--- config.mk ---
export PLATFORM = sky130hd
export DESIGN_NAME = toggle_timer
export DESIGN_NICKNAME = d
export VERILOG_FILES = /design/src/rtl/toggle_timer_pkg.sv /design/src/rtl/toggle_timer_ctrl.sv /design/src/rtl/toggle_timer_dp.sv /design/src/rtl/toggle_timer.sv
export SDC_FILE = /design/constraint.sdc
export NUM_CORES = 1
export LEC_CHECK = 0
export ABC_AREA = 1
export CAP_MARGIN = 15
export CORE_MARGIN = 2
export CORE_UTILIZATION = 62
export CTS_CLUSTER_DIAMETER = 50
export CTS_CLUSTER_SIZE = 25
export DETAILED_ROUTE_END_ITERATION = 8
export MAX_ROUTING_LAYER = met4
export PLACE_DENSITY = 0.9
export SETUP_SLACK_MARGIN = 0.05
export SYNTH_ARGS = -nofsm -noshare
export SYNTH_HDL_FRONTEND = slang
export SYNTH_SLANG_ARGS = --single-unit
--- constraint.sdc ---
create_clock -name clk -period 2.4 [get_ports clk]
set_input_delay 0.48 -clock clk [delete_from_list [all_inputs] [get_ports clk]]
set_output_delay 0.48 -clock clk [all_outputs]
set_load 0.1 [all_outputs]
--- src/rtl/toggle_timer_pkg.sv ---
package toggle_timer_pkg;

  // Pin source select, mode register bits [7:6]
  typedef enum logic [1:0] {
    SEL_OFF    = 2'b00,
    SEL_RSVD   = 2'b01,
    SEL_TOGGLE = 2'b10,
    SEL_CLK    = 2'b11
  } pinSel_e;

  // Strobes passed from control to datapath
  typedef struct packed {
    logic load;   // restart counters, preset toggle
    logic tick;   // one time-base step while running
  } tmrStrobe_t;

  localparam logic [1:0] ADDR_MODE = 2'd0;
  localparam logic [1:0] ADDR_PRE  = 2'd1;
  localparam logic [1:0] ADDR_CNT  = 2'd2;

  localparam int LOAD_BIT = 2;
  localparam int CONT_BIT = 0;
  localparam int SEL_LSB  = 6;

endpackage

--- src/rtl/toggle_timer_ctrl.sv ---
module toggle_timer_ctrl
  import toggle_timer_pkg::*;
#(
  parameter int PRE_W  = 6,
  parameter int CNT_W  = 8,
  parameter int DIV_W  = 3,
  parameter int DATA_W = 8
) (
  input  logic              clk,
  input  logic              rstN,
  input  logic              wrEn,
  input  logic [1:0]        wrAddr,
  input  logic [DATA_W-1:0] wrData,
  input  logic              eoc,
  output tmrStrobe_t        strobe,
  output pinSel_e           pinSel,
  output logic [PRE_W-1:0]  preVal,
  output logic [CNT_W-1:0]  cntVal,
  output logic              baseClk
);

  logic [DIV_W-1:0] divQ;
  logic             runQ;
  logic             contQ;
  pinSel_e          selQ;
  logic [PRE_W-1:0] preRegQ;
  logic [CNT_W-1:0] cntRegQ;

  logic modeWr, loadStb, baseTick;

  assign modeWr   = wrEn && (wrAddr == ADDR_MODE);
  assign loadStb  = modeWr && wrData[LOAD_BIT];
  assign baseTick = (divQ == {DIV_W{1'b1}});

  always_ff @(posedge clk) begin
    if (!rstN) begin
      divQ    <= '0;
      runQ    <= 1'b0;
      contQ   <= 1'b0;
      selQ    <= SEL_OFF;
      preRegQ <= '0;
      cntRegQ <= '0;
    end else begin
      // Time base restarts with each load so the interval is exact
      if (loadStb) divQ <= '0;
      else         divQ <= divQ + 1'b1;

      if (modeWr) begin
        selQ  <= pinSel_e'(wrData[SEL_LSB+1:SEL_LSB]);
        contQ <= wrData[CONT_BIT];
      end
      if (wrEn && (wrAddr == ADDR_PRE)) preRegQ <= wrData[PRE_W-1:0];
      if (wrEn && (wrAddr == ADDR_CNT)) cntRegQ <= wrData[CNT_W-1:0];

      if (loadStb)            runQ <= 1'b1;
      else if (eoc && !contQ) runQ <= 1'b0;
    end
  end

  assign strobe.load = loadStb;
  assign strobe.tick = baseTick && runQ;
  assign pinSel      = selQ;
  assign preVal      = preRegQ;
  assign cntVal      = cntRegQ;
  assign baseClk     = divQ[DIV_W-1];

  // a load always leaves the timer running
  p_load_runs_r3: assert property (@(posedge clk) disable iff (!rstN)
    loadStb |=> runQ);

  // single pass drops the run flag at end of count
  p_single_stops_r8: assert property (@(posedge clk) disable iff (!rstN)
    (eoc && !contQ && !loadStb) |=> !runQ);

  // time-base steps are isolated single-cycle events
  p_tick_spacing_r4: assert property (@(posedge clk) disable iff (!rstN)
    baseTick |=> !baseTick);

endmodule

--- src/rtl/toggle_timer_dp.sv ---
module toggle_timer_dp
  import toggle_timer_pkg::*;
#(
  parameter int PRE_W = 6,
  parameter int CNT_W = 8
) (
  input  logic             clk,
  input  logic             rstN,
  input  tmrStrobe_t       strobe,
  input  logic [PRE_W-1:0] preVal,
  input  logic [CNT_W-1:0] cntVal,
  input  pinSel_e          pinSel,
  input  logic             baseClk,
  input  logic             gpData,
  input  logic             pinIsOut,
  output logic             eoc,
  output logic             irqPulse,
  output logic             pinOut
);

  localparam int PRE_CW = PRE_W + 1;
  localparam int CNT_CW = CNT_W + 1;
  localparam logic [PRE_CW-1:0] PRE_ONE = 1;
  localparam logic [CNT_CW-1:0] CNT_ONE = 1;
  localparam logic [PRE_CW-1:0] PRE_MAX = {1'b1, {PRE_W{1'b0}}};
  localparam logic [CNT_CW-1:0] CNT_MAX = {1'b1, {CNT_W{1'b0}}};

  logic [PRE_CW-1:0] preCnt;
  logic [CNT_CW-1:0] cntRem;
  logic [PRE_CW-1:0] preLoad;
  logic [CNT_CW-1:0] cntLoad;
  logic              toggleQ;
  logic              irqQ;
  logic              preWrap;

  // A zero field encodes the full range (2**W)
  assign preLoad = {(preVal == '0), preVal};
  assign cntLoad = {(cntVal == '0), cntVal};

  assign preWrap = strobe.tick && (preCnt == PRE_ONE);
  assign eoc     = preWrap && (cntRem == CNT_ONE) && !strobe.load;

  always_ff @(posedge clk) begin
    if (!rstN) begin
      preCnt  <= PRE_ONE;
      cntRem  <= CNT_ONE;
      toggleQ <= 1'b0;
      irqQ    <= 1'b0;
    end else if (strobe.load) begin
      preCnt  <= preLoad;
      cntRem  <= cntLoad;
      toggleQ <= 1'b1;
      irqQ    <= 1'b0;
    end else begin
      irqQ <= eoc;
      if (eoc) toggleQ <= ~toggleQ;
      if (strobe.tick) preCnt <= preWrap ? preLoad : (preCnt - PRE_ONE);
      if (preWrap)     cntRem <= (cntRem == CNT_ONE) ? cntLoad : (cntRem - CNT_ONE);
    end
  end

  always_comb begin
    pinOut = gpData;
    if (pinIsOut) begin
      case (pinSel)
        SEL_TOGGLE: pinOut = toggleQ;
        SEL_CLK:    pinOut = baseClk;
        default:    pinOut = gpData;
      endcase
    end
  end

  assign irqPulse = irqQ;

  // the interrupt request never lasts more than one cycle
  p_irq_one_cycle_r4: assert property (@(posedge clk) disable iff (!rstN)
    irqPulse |=> !irqPulse);

  // the toggle flips together with each interrupt
  p_toggle_on_eoc_r6: assert property (@(posedge clk) disable iff (!rstN)
    irqPulse |-> (toggleQ != $past(toggleQ)));

  // a load presets the toggle to 1
  p_load_presets_r3: assert property (@(posedge clk) disable iff (!rstN)
    strobe.load |=> toggleQ);

  // down-counters stay within 1..2**W
  p_range_r5: assert property (@(posedge clk) disable iff (!rstN)
    (preCnt != '0) && (preCnt <= PRE_MAX) && (cntRem != '0) && (cntRem <= CNT_MAX));

endmodule

--- src/rtl/toggle_timer.sv ---
module toggle_timer
  import toggle_timer_pkg::*;
#(
  parameter int PRE_W  = 6,
  parameter int CNT_W  = 8,
  parameter int DIV_W  = 3,
  parameter int DATA_W = 8
) (
  input  logic              clk,
  input  logic              rstN,
  input  logic              wrEn,
  input  logic [1:0]        wrAddr,
  input  logic [DATA_W-1:0] wrData,
  input  logic              gpData,
  input  logic              pinIsOut,
  output logic              irqPulse,
  output logic              pinOut
);

  tmrStrobe_t       strobe;
  pinSel_e          pinSel;
  logic [PRE_W-1:0] preVal;
  logic [CNT_W-1:0] cntVal;
  logic             baseClk;
  logic             eoc;

  toggle_timer_ctrl #(
    .PRE_W(PRE_W), .CNT_W(CNT_W), .DIV_W(DIV_W), .DATA_W(DATA_W)
  ) u_ctrl (
    .clk(clk), .rstN(rstN), .wrEn(wrEn), .wrAddr(wrAddr), .wrData(wrData),
    .eoc(eoc), .strobe(strobe), .pinSel(pinSel), .preVal(preVal),
    .cntVal(cntVal), .baseClk(baseClk)
  );

  toggle_timer_dp #(
    .PRE_W(PRE_W), .CNT_W(CNT_W)
  ) u_dp (
    .clk(clk), .rstN(rstN), .strobe(strobe), .preVal(preVal), .cntVal(cntVal),
    .pinSel(pinSel), .baseClk(baseClk), .gpData(gpData), .pinIsOut(pinIsOut),
    .eoc(eoc), .irqPulse(irqPulse), .pinOut(pinOut)
  );

endmodule

# After elaboration in Yosys (flattened, before gate mapping)

Cells that the tools add are included.

Output and inout bits: 2
Input bits: 15
Logic and storage cells: 53
Flip-flop bits (word level): 39

Mux-type cells: 12
$add $sub $neg: 3
Equality and inequality tests: 7
Bitwise gates (word level): 2
Reductions and logical operators: 19

Operators by type and width:

| cell                                              | count |
|---|---|
| two-way mux 9 bit                                 | 3 |
| two-way mux 7 bit                                 | 3 |
| == test 9 x 1 -> 1 bit (second input constant)    | 1 |
| logical AND 1 bit                                 | 9 |
| subtractor 9 x 1 -> 9 bit (second input constant) | 1 |
| logical NOT 8 bit                                 | 1 |
| nonzero test 2 bit                                | 4 |
| == test 7 x 1 -> 1 bit (second input constant)    | 1 |
| subtractor 7 x 1 -> 7 bit (second input constant) | 1 |
| == test 2 bit (second input constant)             | 3 |
| logical NOT 6 bit                                 | 1 |
| two-way mux 1 bit                                 | 5 |
| adder 3 x 1 -> 3 bit (second input constant)      | 1 |
| == test 3 bit (second input constant)             | 1 |
| == test 2 x 1 -> 1 bit (second input constant)    | 1 |
| logical NOT 1 bit                                 | 2 |
| logical NOT 2 bit                                 | 1 |
| inverter 1 bit                                    | 2 |
| one-hot mux 1 bit (2 select lines)                | 1 |
| OR reduction 2 bit                                | 1 |

# Longest topological paths before layout

Gate-level depths: netlist (run 1).

Word-level depth: 8
Mapped depth: 11
Depth with buffers taken out: 11

# Cells and area by module

From an unflattened synthesis (run 1), not the netlist that was laid out.

Cell total of the unflattened synthesis: 354
Area, all modules: 2,263.4 sq um

By module, submodules not included:

| module            | times used | sequential area each (sq um) | cells each | area each (sq um) |
|---|---|---|---|---|
| toggle_timer_dp   | 1          | 360.3                        | 220        | 1,335.0 |
| toggle_timer_ctrl | 1          | 420.4                        | 134        | 928.4 |

# Least setup slack after synthesis (run 1)

Ideal clock, no wire load.

Path kind: input -> output
Start point: in pinIsOut
End point: out pinOut
Cell stages on the path: 4
Path buffers: 0
Arrival time: 1.355 ns
Path slack: 0.565 ns
Path through: nand2_1 -> a21oi_1 -> o21ai_0 -> nand2_1

Longest elaborated chain between the ends: 1

Ends and longest elaborated chain:

| item              | line                  | source |
|---|---|---|
| from (decl)       | toggle_timer.sv:15    | `input logic pinIsOut,` |
| two-way mux 1 bit | toggle_timer_dp.sv:64 | `if (pinIsOut) begin` |
| to (decl)         | toggle_timer.sv:17    | `output logic pinOut` |

No other way between the ends.

# Final worst setup path (run 1)

Same ends and word-level chain as after synthesis.

==> results of run 1 <==
## synth_stat cells
master	n	area share, %
nor2_1	34	6.1
clkbuf_1	4	0.72
xor2_1	1	0.42
a21oi_2	1	0.42
buf_4	4	1.4
a21oi_1	29	6.9
nand3_1	20	4.8
o21bai_1	2	0.72
nand4_1	3	0.90
buf_2	1	0.24
nor2_4	2	1.1
nand2_2	2	0.60
dfxtp_1	39	37
ha_1	6	3.6
buf_6	1	0.54
inv_1	51	9.1
o21ai_1	4	0.96
nand3_2	2	0.96
nand2_1	65	12
nor2_2	5	1.5
o21ai_0	42	10
## cell families after synthesis
kind of cell	synth area share, %
AND/OR/NAND/NOR	27.6
adder cells (fa/ha/maj)	3.59
buffers and inverters	12.1
flip-flops	37.3
AO/OA/AOI/OAI	19.1
XOR/XNOR	0.418
## critical path, stage by stage
cell	delay (ns)
clkdlybuf4s50_1	0.45
nand2_1	0.06
a21oi_1	0.10
o21ai_0	0.09
nand2_1	0.11
buf_12	0.18
## final cells by class
cell class	count	area (um^2)	area share, %
Clock inverter	2	60.1	2.51
Multi-Input combinational cell	218	1060	44.4
Sequential cell	39	781	32.7
Timing Repair Buffer	20	198	8.28
Inverter	51	191	8.01
Tap cell	46	57.6	2.41
Clock buffer	6	41.3	1.73
## per-layer routing
layer | vias up | share of wire [%] | global-route usage (%)
li1 | 1042 | - | -
met1 | 902 | 44 | 32.6
met2 | 75 | 48 | 45.8
met3 | 10 | 6.8 | 5.80
met4 | 0 | 1.7 | 10.8
met5 | - | 0 | -
## power by group through the flow
stage                     Combinational, W  Sequential, W  Clock, W
after floorplan                   0.000169       0.000705         0
after global placement            0.000228       0.000709         0
after detailed placement          0.000235       0.000711         0
after CTS                         0.000236       0.000696  0.000545
after global routing              0.000272       0.000700  0.000576
final                             0.000237       0.000696  0.000538
## flip-flops by register name, indices dropped and copies added, names as in the netlist
signal,count
u_ctrl.pinSel,2
u_dp.toggleQ,1
u_ctrl.cntVal,8
u_ctrl.runQ,1
u_dp.irqPulse,1
u_ctrl.divQ,3
u_ctrl.preVal,6
u_ctrl.contQ,1
u_dp.cntRem,9
u_dp.preCnt,7
## metrics by stage
| step | util (%) | area, um^2 | setup slack [ns] | std cells | power (W) |
|---|---|---|---|---|---|
| floorplan | - | 2090 | 0.565 | 318 | 0.000874 |
| global placement | 69.6 | 2290 | 0.302 | 374 | 0.000937 |
| detailed placement | 69.6 | 2290 | 0.241 | 374 | 0.000946 |
| CTS | 72.7 | 2390 | 0.428 | 382 | 0.00148 |
| global route | 72.7 | 2390 | 0.256 | 382 | 0.00155 |
| finish | 72.7 | 2390 | 0.441 | 382 | 0.00147 |
## worst max path at each step
stage | depth (start not counted) | to | slack [ns] | startpoint
2_1_floorplan | 4 | pinOut | 0.56 | pinIsOut
3_3_place_gp | 8 | u_dp.preCnt[1] | 0.30 | wrAddr[0]
3_5_place_dp | 8 | u_dp.preCnt[1] | 0.24 | wrAddr[0]
4_1_cts | 6 | pinOut | 0.43 | pinIsOut
5_1_grt | 9 | u_dp.cntRem[4] | 0.26 | u_ctrl.divQ[0]
6_report | 6 | pinOut | 0.44 | pinIsOut
==> flow_metrics.env, run 1 <==
export IMPL_status="finished, final reports clean"
export IMPL_cp_required_ns=1.92
export IMPL_yosysSeqAreaShare_pct=37.3
export IMPL_regToRegSetupSlack_ns=0.50
export IMPL_sw_frac_of_total_pct=25.7
export IMPL_max_cap_violations=0
export IMPL_syn_inst=318
export IMPL_grt_max_degree=34
export IMPL_holdPathStages=1
export IMPL_final_max_slew_viol_count=0
export IMPL_p_comb_share_pct=16.1
export IMPL_skew_ns=0.0107
export IMPL_switchingPower_w=0.000379
export IMPL_wl_per_cell_um=11.9
export IMPL_min_path_type="register to register"
export IMPL_finalSetupViolCount=0
export IMPL_routed_wl_um=4540
export IMPL_intPower_w=0.00109
export IMPL_critical_path_class="input port to output port"
export IMPL_post_cts_setup_buffer_count=0
export IMPL_layout_commonest_cell="nand2_1"
export IMPL_worstPathArrival_ns=1.48
export IMPL_cts_sinks=39
export IMPL_post_cts_resized=0
export IMPL_yosysWarnings=0
export IMPL_core_area_um2=3280
export IMPL_drtPass1Iterations=4
export IMPL_pwr_share_clk_pct=36.5
export IMPL_start_kind="input port"
export IMPL_htreeDepth=2
export IMPL_tns_ns=0
export IMPL_power_density_nw_per_um2=616
export IMPL_layout_common_cells="65 x nand2_1, 51 x inv_1, 42 x o21ai_0"
export IMPL_peakVddDrop_v=0.000368
export IMPL_min_delay_start="u_ctrl.divQ[0]"
export IMPL_grt_overflow=0
export IMPL_num_io_pins=17
export IMPL_syn_to_final_growth_pct=14.1
export IMPL_route_vias_total=2029
export IMPL_drtIter0Drc=126
export IMPL_finalHoldViolations=0
export IMPL_period_needed_ns=1.96
export IMPL_fp_dieW_um=62.1
export IMPL_cts_buffers=5
export IMPL_insertedDiodeCount=0
export IMPL_gp_congestion=0.930
export IMPL_syn_num_nets=339
export IMPL_r2r_end="u_dp.cntRem[4]"
export IMPL_critPathMaxFanout=2
export IMPL_dp_hpwl_um=3420
export IMPL_maxSlewHeadroom_pct=64.6
export IMPL_final_net_count=356
export IMPL_portBuffers=16
export IMPL_die_area_um2=3860
export IMPL_grt_pass1_vias=1892
export IMPL_core_rowCount=21
export IMPL_syn_area_per_cell_um2=6.58
export IMPL_whs_endpoint="u_ctrl.divQ[0]"
export IMPL_cts_hold_buf=0
export IMPL_start_util_pct=63.7
export IMPL_clk_latency_ns=0.34
export IMPL_synth_cell_types=21
export IMPL_ys_ff_latch=39
export IMPL_drc=0
export IMPL_clockBufferDepth=2
export IMPL_worstRegToRegCells=9
export IMPL_die_h_um=62.1
export IMPL_cts_tree="yes"
export IMPL_cellLeakagePower_nw=1.13
export IMPL_fin_crit_sh_pct=81.6
export IMPL_tightest_slew_ns=0.531
export IMPL_r2r_start="u_ctrl.divQ[0]"
export IMPL_final_antenna_net_count=0
export IMPL_end_kind="output port"
export IMPL_nFillCells=289
export IMPL_hold_ws_ns=0.439
export IMPL_grt_total_usage_pct=27.4
export IMPL_grt_pass1_wl_um=8200
export IMPL_via_per_inst=5.31
export IMPL_sequentialPowerShare_pct=47.3
export IMPL_drive_above_1_share_pct=7.44
export IMPL_grt_setup_unrepaired="false"
export IMPL_fmax_mhz=510
export IMPL_netlist_area_um2=2090
export IMPL_antenna_found_initial=0
export IMPL_clk_pin_slew_ns=0.11
export IMPL_root_buffer="clkbuf_4"
Power figures use the tool's default switching activity.
==> run 2, diff against run 1 <==
--- a/config.mk
+++ b/config.mk
@@ -8,12 +8,12 @@
 export ABC_AREA = 1
 export CAP_MARGIN = 15
 export CORE_MARGIN = 2
-export CORE_UTILIZATION = 62
+export CORE_UTILIZATION = 52
 export CTS_CLUSTER_DIAMETER = 50
 export CTS_CLUSTER_SIZE = 25
 export DETAILED_ROUTE_END_ITERATION = 8
 export MAX_ROUTING_LAYER = met4
-export PLACE_DENSITY = 0.9
+export PLACE_DENSITY = 0.81
 export SETUP_SLACK_MARGIN = 0.05
 export SYNTH_ARGS = -nofsm -noshare
 export SYNTH_HDL_FRONTEND = slang
==> constraint.sdc (replaced) <==
create_clock -name clk -period 1.6 [get_ports clk]
set_input_delay 0.32 -clock clk [delete_from_list [all_inputs] [get_ports clk]]
set_output_delay 0.32 -clock clk [all_outputs]
set_load 0.1 [all_outputs]
==> run 2 against run 1 <==
Via count up 1.5%. Non-clock buffer count up 13. Final cell count up 4.7%. Largest cell class unchanged. Register-to-register slack worse by 0.37 ns. Critical endpoint is now u_ctrl.runQ. Critical path depth up 4.
==> flow_metrics.env, run 2 (same netlist as run 1, synthesis figures left out) <==
export IMPL_layoutNonFillerInstCount=400
export IMPL_grt_max_degree=34
export IMPL_gp_congestion=0.880
export IMPL_grt_total_usage_pct=23.8
export IMPL_largest_reg_flops=9
export IMPL_final_max_slew_viol_count=0
export IMPL_routed_wl_um=4800
export IMPL_fmax_mhz=680
export IMPL_layout_commonest_cell="nand2_1"
export IMPL_place_area_um2=2430
export IMPL_cts_buffers=5
export IMPL_finalSetupViolCount=0
export IMPL_drive_above_1_share_pct=18.6
export IMPL_num_io_pins=17
export IMPL_crit_family="simple AND/OR/NAND/NOR gates"
export IMPL_drc=0
export IMPL_peakVddDrop_v=0.000589
export IMPL_insertedDiodeCount=0
export IMPL_core_rowCount=23
export IMPL_maxSlewHeadroom_pct=81.6
export IMPL_skew_ns=0.00413
export IMPL_finalHoldViolations=0
export IMPL_htreeDepth=2
export IMPL_antenna_found_initial=0
export IMPL_root_buffer="clkbuf_8"
export IMPL_layout_common_cells="58 x nand2_1, 48 x inv_1, 38 x o21ai_0"
export IMPL_syn_to_final_growth_pct=27.7
export IMPL_crit_chain="ha_4 > ha_4 > nand2_4 > inv_2 > nand2_2 > nor2_4 > buf_6 > nand2_2 > o21ai_2 > a21oi_1"
export IMPL_start_kind="register"
export IMPL_fin_crit_sh_pct=91.9
export IMPL_cellLeakagePower_nw=1.25
export IMPL_dp_hpwl_um=3440
export IMPL_worstPathArrival_ns=1.65
export IMPL_grt_pass1_wl_um=7810
export IMPL_fp_dieW_um=67.4
export IMPL_regMostFlops="u_dp.cntRem"
export IMPL_portBuffers=16
export IMPL_r2r_start="u_ctrl.divQ[0]"
export IMPL_max_cap_violations=0
export IMPL_power_density_nw_per_um2=869
export IMPL_regToRegSetupSlack_ns=0.13
export IMPL_drtIter0Drc=90
export IMPL_grt_overflow=0
export IMPL_placedCellCount=390
export IMPL_multiInputGateArea_um2=1160
export IMPL_fin_util_pct=67.8
export IMPL_crit_start="u_ctrl.divQ[0]"
export IMPL_min_delay_start="u_ctrl.divQ[0]"
export IMPL_cp_required_ns=1.78
export IMPL_period_needed_ns=1.47
export IMPL_critPathMaxFanout=3
export IMPL_design_power_total_w=0.00232
export IMPL_clockBufferDepth=2
export IMPL_route_vias_total=2060
export IMPL_cts_tree="yes"
export IMPL_final_antenna_net_count=0
export IMPL_core_area_um2=3940
export IMPL_grt_pass1_vias=1793
export IMPL_end_kind="register"
export IMPL_grt_setup_unrepaired="true"
export IMPL_critical_path_buf_inv_count=2
export IMPL_critPathMaxStageDelay_ns=0.35
export IMPL_nFillCells=323
export IMPL_final_net_count=370
export IMPL_cts_hold_buf=0
export IMPL_clk_pin_slew_ns=0.07
export IMPL_critPathSlowestCell="dfxtp_2"
export IMPL_via_per_inst=5.15
export IMPL_status="finished, final reports clean"
export IMPL_clk_latency_ns=0.29
export IMPL_die_h_um=67.4
export IMPL_start_util_pct=53.1
export IMPL_cts_sinks=39
export IMPL_tightest_slew_ns=0.276
export IMPL_min_path_type="register to register"
export IMPL_critical_path_class="register to register"
export IMPL_drtPass1Iterations=4
export IMPL_die_area_um2=4550
export IMPL_regArea_um2=786
export IMPL_finish_instance_area_um2=2670
export IMPL_wl_per_cell_um=12.0
run 2: cell count changes in the layout (fill, tap and decap cells not counted), sizes merged:
cell	delta
clkinv	+1
nor2	+1
bufinv	-1
dlygate4sd2	+1
clkdlybuf4s50	-2
buf	+13
dlymetal6s2s	+1
run 2: stage by stage:
stage / TNS, ns / setup WS (ns) / hold slack, ns
floorplan: 0 / 0.0845 / 0.399
global placement: -1.88 / -0.209 / 0.408
detailed placement: -2.45 / -0.255 / 0.417
CTS: 0 / 0.0364 / 0.428
global route: 0 / 0.0114 / 0.453
finish: 0 / 0.129 / 0.428
run 2: final timing paths:
path | end | cells after the start
max | u_ctrl.runQ | 10
min reg2reg | u_ctrl.divQ[0] | 1
min | u_ctrl.divQ[0] | 1
max reg2reg | u_ctrl.runQ | 10
run 2: where the power goes:
group	total [W]	switching [W]	leakage (nW)	internal [W]
sequential	0.00105	0.0000348	0.320	0.00102
combinational	0.000421	0.000239	0.871	0.000182
clock	0.000851	0.000346	0.0612	0.000505
total	0.00232	0.000620	1.25	0.00170
run 2: timing repair:
item | 4_1_cts | 5_1_grt
resized for setup | 7 | 32
setup buffers | 0 | 1
pin swaps | 3 | 5
cloned | 1 | 0
setup endpoints to repair | 17 | 19
run 2: layout make-up:
| type | count | area share (%) |
|---|---|---|
| clock buffers | 6 | 3.09 |
| inverters | 51 | 7.16 |
| repair buffers | 33 | 13.2 |
| multi-input cells | 219 | 43.4 |
| well taps | 50 | 2.34 |
| flip-flops and latches | 39 | 29.4 |
| clock inverters | 2 | 1.31 |
run 2: layer usage:
layer  share of wire [%]  up-vias  global-route usage [%]
met5                   0        -                       -
met3                 5.9        8                    6.17
li1                    -     1074                       -
met2                  48       71                    38.6
met4                 1.1        0                    7.91
met1                  45      907                    28.7
==> run 3, diff against run 2 <==
--- a/config.mk
+++ b/config.mk
@@ -15,6 +15,7 @@
 export MAX_ROUTING_LAYER = met4
 export PLACE_DENSITY = 0.81
 export SETUP_SLACK_MARGIN = 0.05
+export SKIP_CTS_REPAIR_TIMING = 1
 export SYNTH_ARGS = -nofsm -noshare
 export SYNTH_HDL_FRONTEND = slang
 export SYNTH_SLANG_ARGS = --single-unit
==> run 3 against run 2 <==
Global-route usage shrank 0.18 points. Cell area barely moved. Register-to-register slack got worse by 0.04 ns. Die area unchanged. Maximum frequency shrank 2.7%. Flip-flop and latch count unchanged. Highest routed layer unchanged.
==> flow_metrics.env, run 3 (same netlist as run 1, synthesis figures left out) <==
export IMPL_die_area_um2=4550
export IMPL_critical_path_class="register to register"
export IMPL_placedCellCount=390
export IMPL_clk_latency_ns=0.29
export IMPL_antenna_found_initial=0
export IMPL_dp_hpwl_um=3440
export IMPL_grt_setup_unrepaired="true"
export IMPL_largest_reg_flops=9
export IMPL_syn_to_final_growth_pct=27.6
export IMPL_crit_start="u_ctrl.divQ[0]"
export IMPL_period_needed_ns=1.51
export IMPL_layout_common_cells="60 x nand2_1, 48 x inv_1, 38 x o21ai_0"
export IMPL_crit_family="flip-flops"
export IMPL_gp_congestion=0.880
export IMPL_grt_pass1_vias=1785
export IMPL_worstPathArrival_ns=1.69
export IMPL_peakVddDrop_v=0.000591
export IMPL_fin_ws_ns=0.0883
export IMPL_wl_per_cell_um=11.9
export IMPL_start_util_pct=53.1
export IMPL_switchingPower_w=0.000621
export IMPL_tightest_slew_ns=0.289
export IMPL_sequentialPowerShare_pct=45.2
export IMPL_p_comb_share_pct=18.1
export IMPL_num_io_pins=17
export IMPL_hold_ws_ns=0.436
export IMPL_place_area_um2=2430
export IMPL_final_antenna_net_count=0
export IMPL_grt_total_usage_pct=23.6
export IMPL_via_per_inst=5.15
export IMPL_finalHoldViolations=0
export IMPL_critical_path_buf_inv_count=2
export IMPL_root_buffer="clkbuf_8"
export IMPL_cts_sinks=39
export IMPL_clk_pin_slew_ns=0.07
export IMPL_max_cap_violations=0
export IMPL_clockBufferDepth=2
export IMPL_grt_max_degree=34
export IMPL_grt_overflow=0
export IMPL_drtIter0Drc=82
export IMPL_pwr_share_clk_pct=36.7
export IMPL_critPathSlowestCell="dfxtp_2"
export IMPL_skew_ns=0.00337
export IMPL_final_net_count=372
export IMPL_finalSetupViolCount=0
export IMPL_routed_wl_um=4770
export IMPL_regMostFlops="u_dp.cntRem"
export IMPL_fin_crit_sh_pct=94.5
export IMPL_drtPass1Iterations=4
export IMPL_critPathMaxStageDelay_ns=0.35
export IMPL_finish_instance_area_um2=2670
export IMPL_critPathMaxFanout=5
export IMPL_crit_chain="ha_4 > ha_4 > nand2_4 > inv_2 > nand2_2 > nor2_4 > nor2_4 > buf_6 > a21oi_1 > a21oi_1"
export IMPL_intPower_w=0.00170
export IMPL_post_place_ws_ns=-0.255
export IMPL_final_max_slew_viol_count=0
export IMPL_cp_required_ns=1.78
export IMPL_grt_pass1_wl_um=7760
export IMPL_core_rowCount=23
export IMPL_cts_buffers=5
export IMPL_cellLeakagePower_nw=1.26
export IMPL_portBuffers=16
export IMPL_layoutNonFillerInstCount=402
export IMPL_core_area_um2=3940
export IMPL_maxSlewHeadroom_pct=80.7
export IMPL_insertedDiodeCount=0
export IMPL_power_density_nw_per_um2=871
export IMPL_sw_frac_of_total_pct=26.7
export IMPL_min_path_type="register to register"
export IMPL_min_delay_start="u_ctrl.divQ[0]"
export IMPL_fp_dieW_um=67.4
export IMPL_layout_commonest_cell="nand2_1"
export IMPL_r2r_start="u_ctrl.divQ[0]"
export IMPL_die_h_um=67.4
export IMPL_end_kind="register"
export IMPL_fmax_mhz=661
export IMPL_htreeDepth=2
export IMPL_tns_ns=0
export IMPL_start_kind="register"
export IMPL_route_vias_total=2070
export IMPL_status="finished, final reports clean"
export IMPL_cts_tree="yes"
export IMPL_drive_above_1_share_pct=18.5
export IMPL_drc=0
[run 3: cell type report]
cell class / count / area [um^2]
clock inverters: 2 / 35.0
well taps: 50 / 62.6
inverters: 51 / 191
clock buffers: 6 / 82.6
flip-flops and latches: 39 / 786
repair buffers: 36 / 378
fillers: 324 / 1270
multi-input cells: 218 / 1130
[run 3: worst paths after layout]
path,endpoint,slack (ns),cells past startpoint
max,u_dp.cntRem[7],0.09,10
max reg2reg,u_dp.cntRem[7],0.09,10
min,u_ctrl.divQ[0],0.44,1
min reg2reg,u_ctrl.divQ[0],0.44,1
[run 3: metrics by stage]
step | total power, W | util, %
floorplan | 0.00131 | -
global placement | 0.00145 | 61.7
CTS | 0.00231 | 64.7
detailed placement | 0.00146 | 61.7
finish | 0.00232 | 67.7
global route | 0.00244 | 67.7
[run 3: power by group through the flow]
stage	logic, W	registers [W]	clock network [W]
finish	0.000420	0.00105	0.000853
global route	0.000474	0.00106	0.000906
CTS	0.000397	0.00104	0.000872
detailed placement	0.000394	0.00107	0
global placement	0.000389	0.00106	0
floorplan	0.000254	0.00106	0
[run 3: per-layer routing]
metal | vias to the layer above | part of all wire (%) | global-route usage, %
li1 | 1076 | - | -
met1 | 910 | 45 | 28.5
met2 | 73 | 47 | 38.2
met3 | 11 | 6.6 | 6.17
met4 | 0 | 1.4 | 7.91
met5 | - | 0 | -
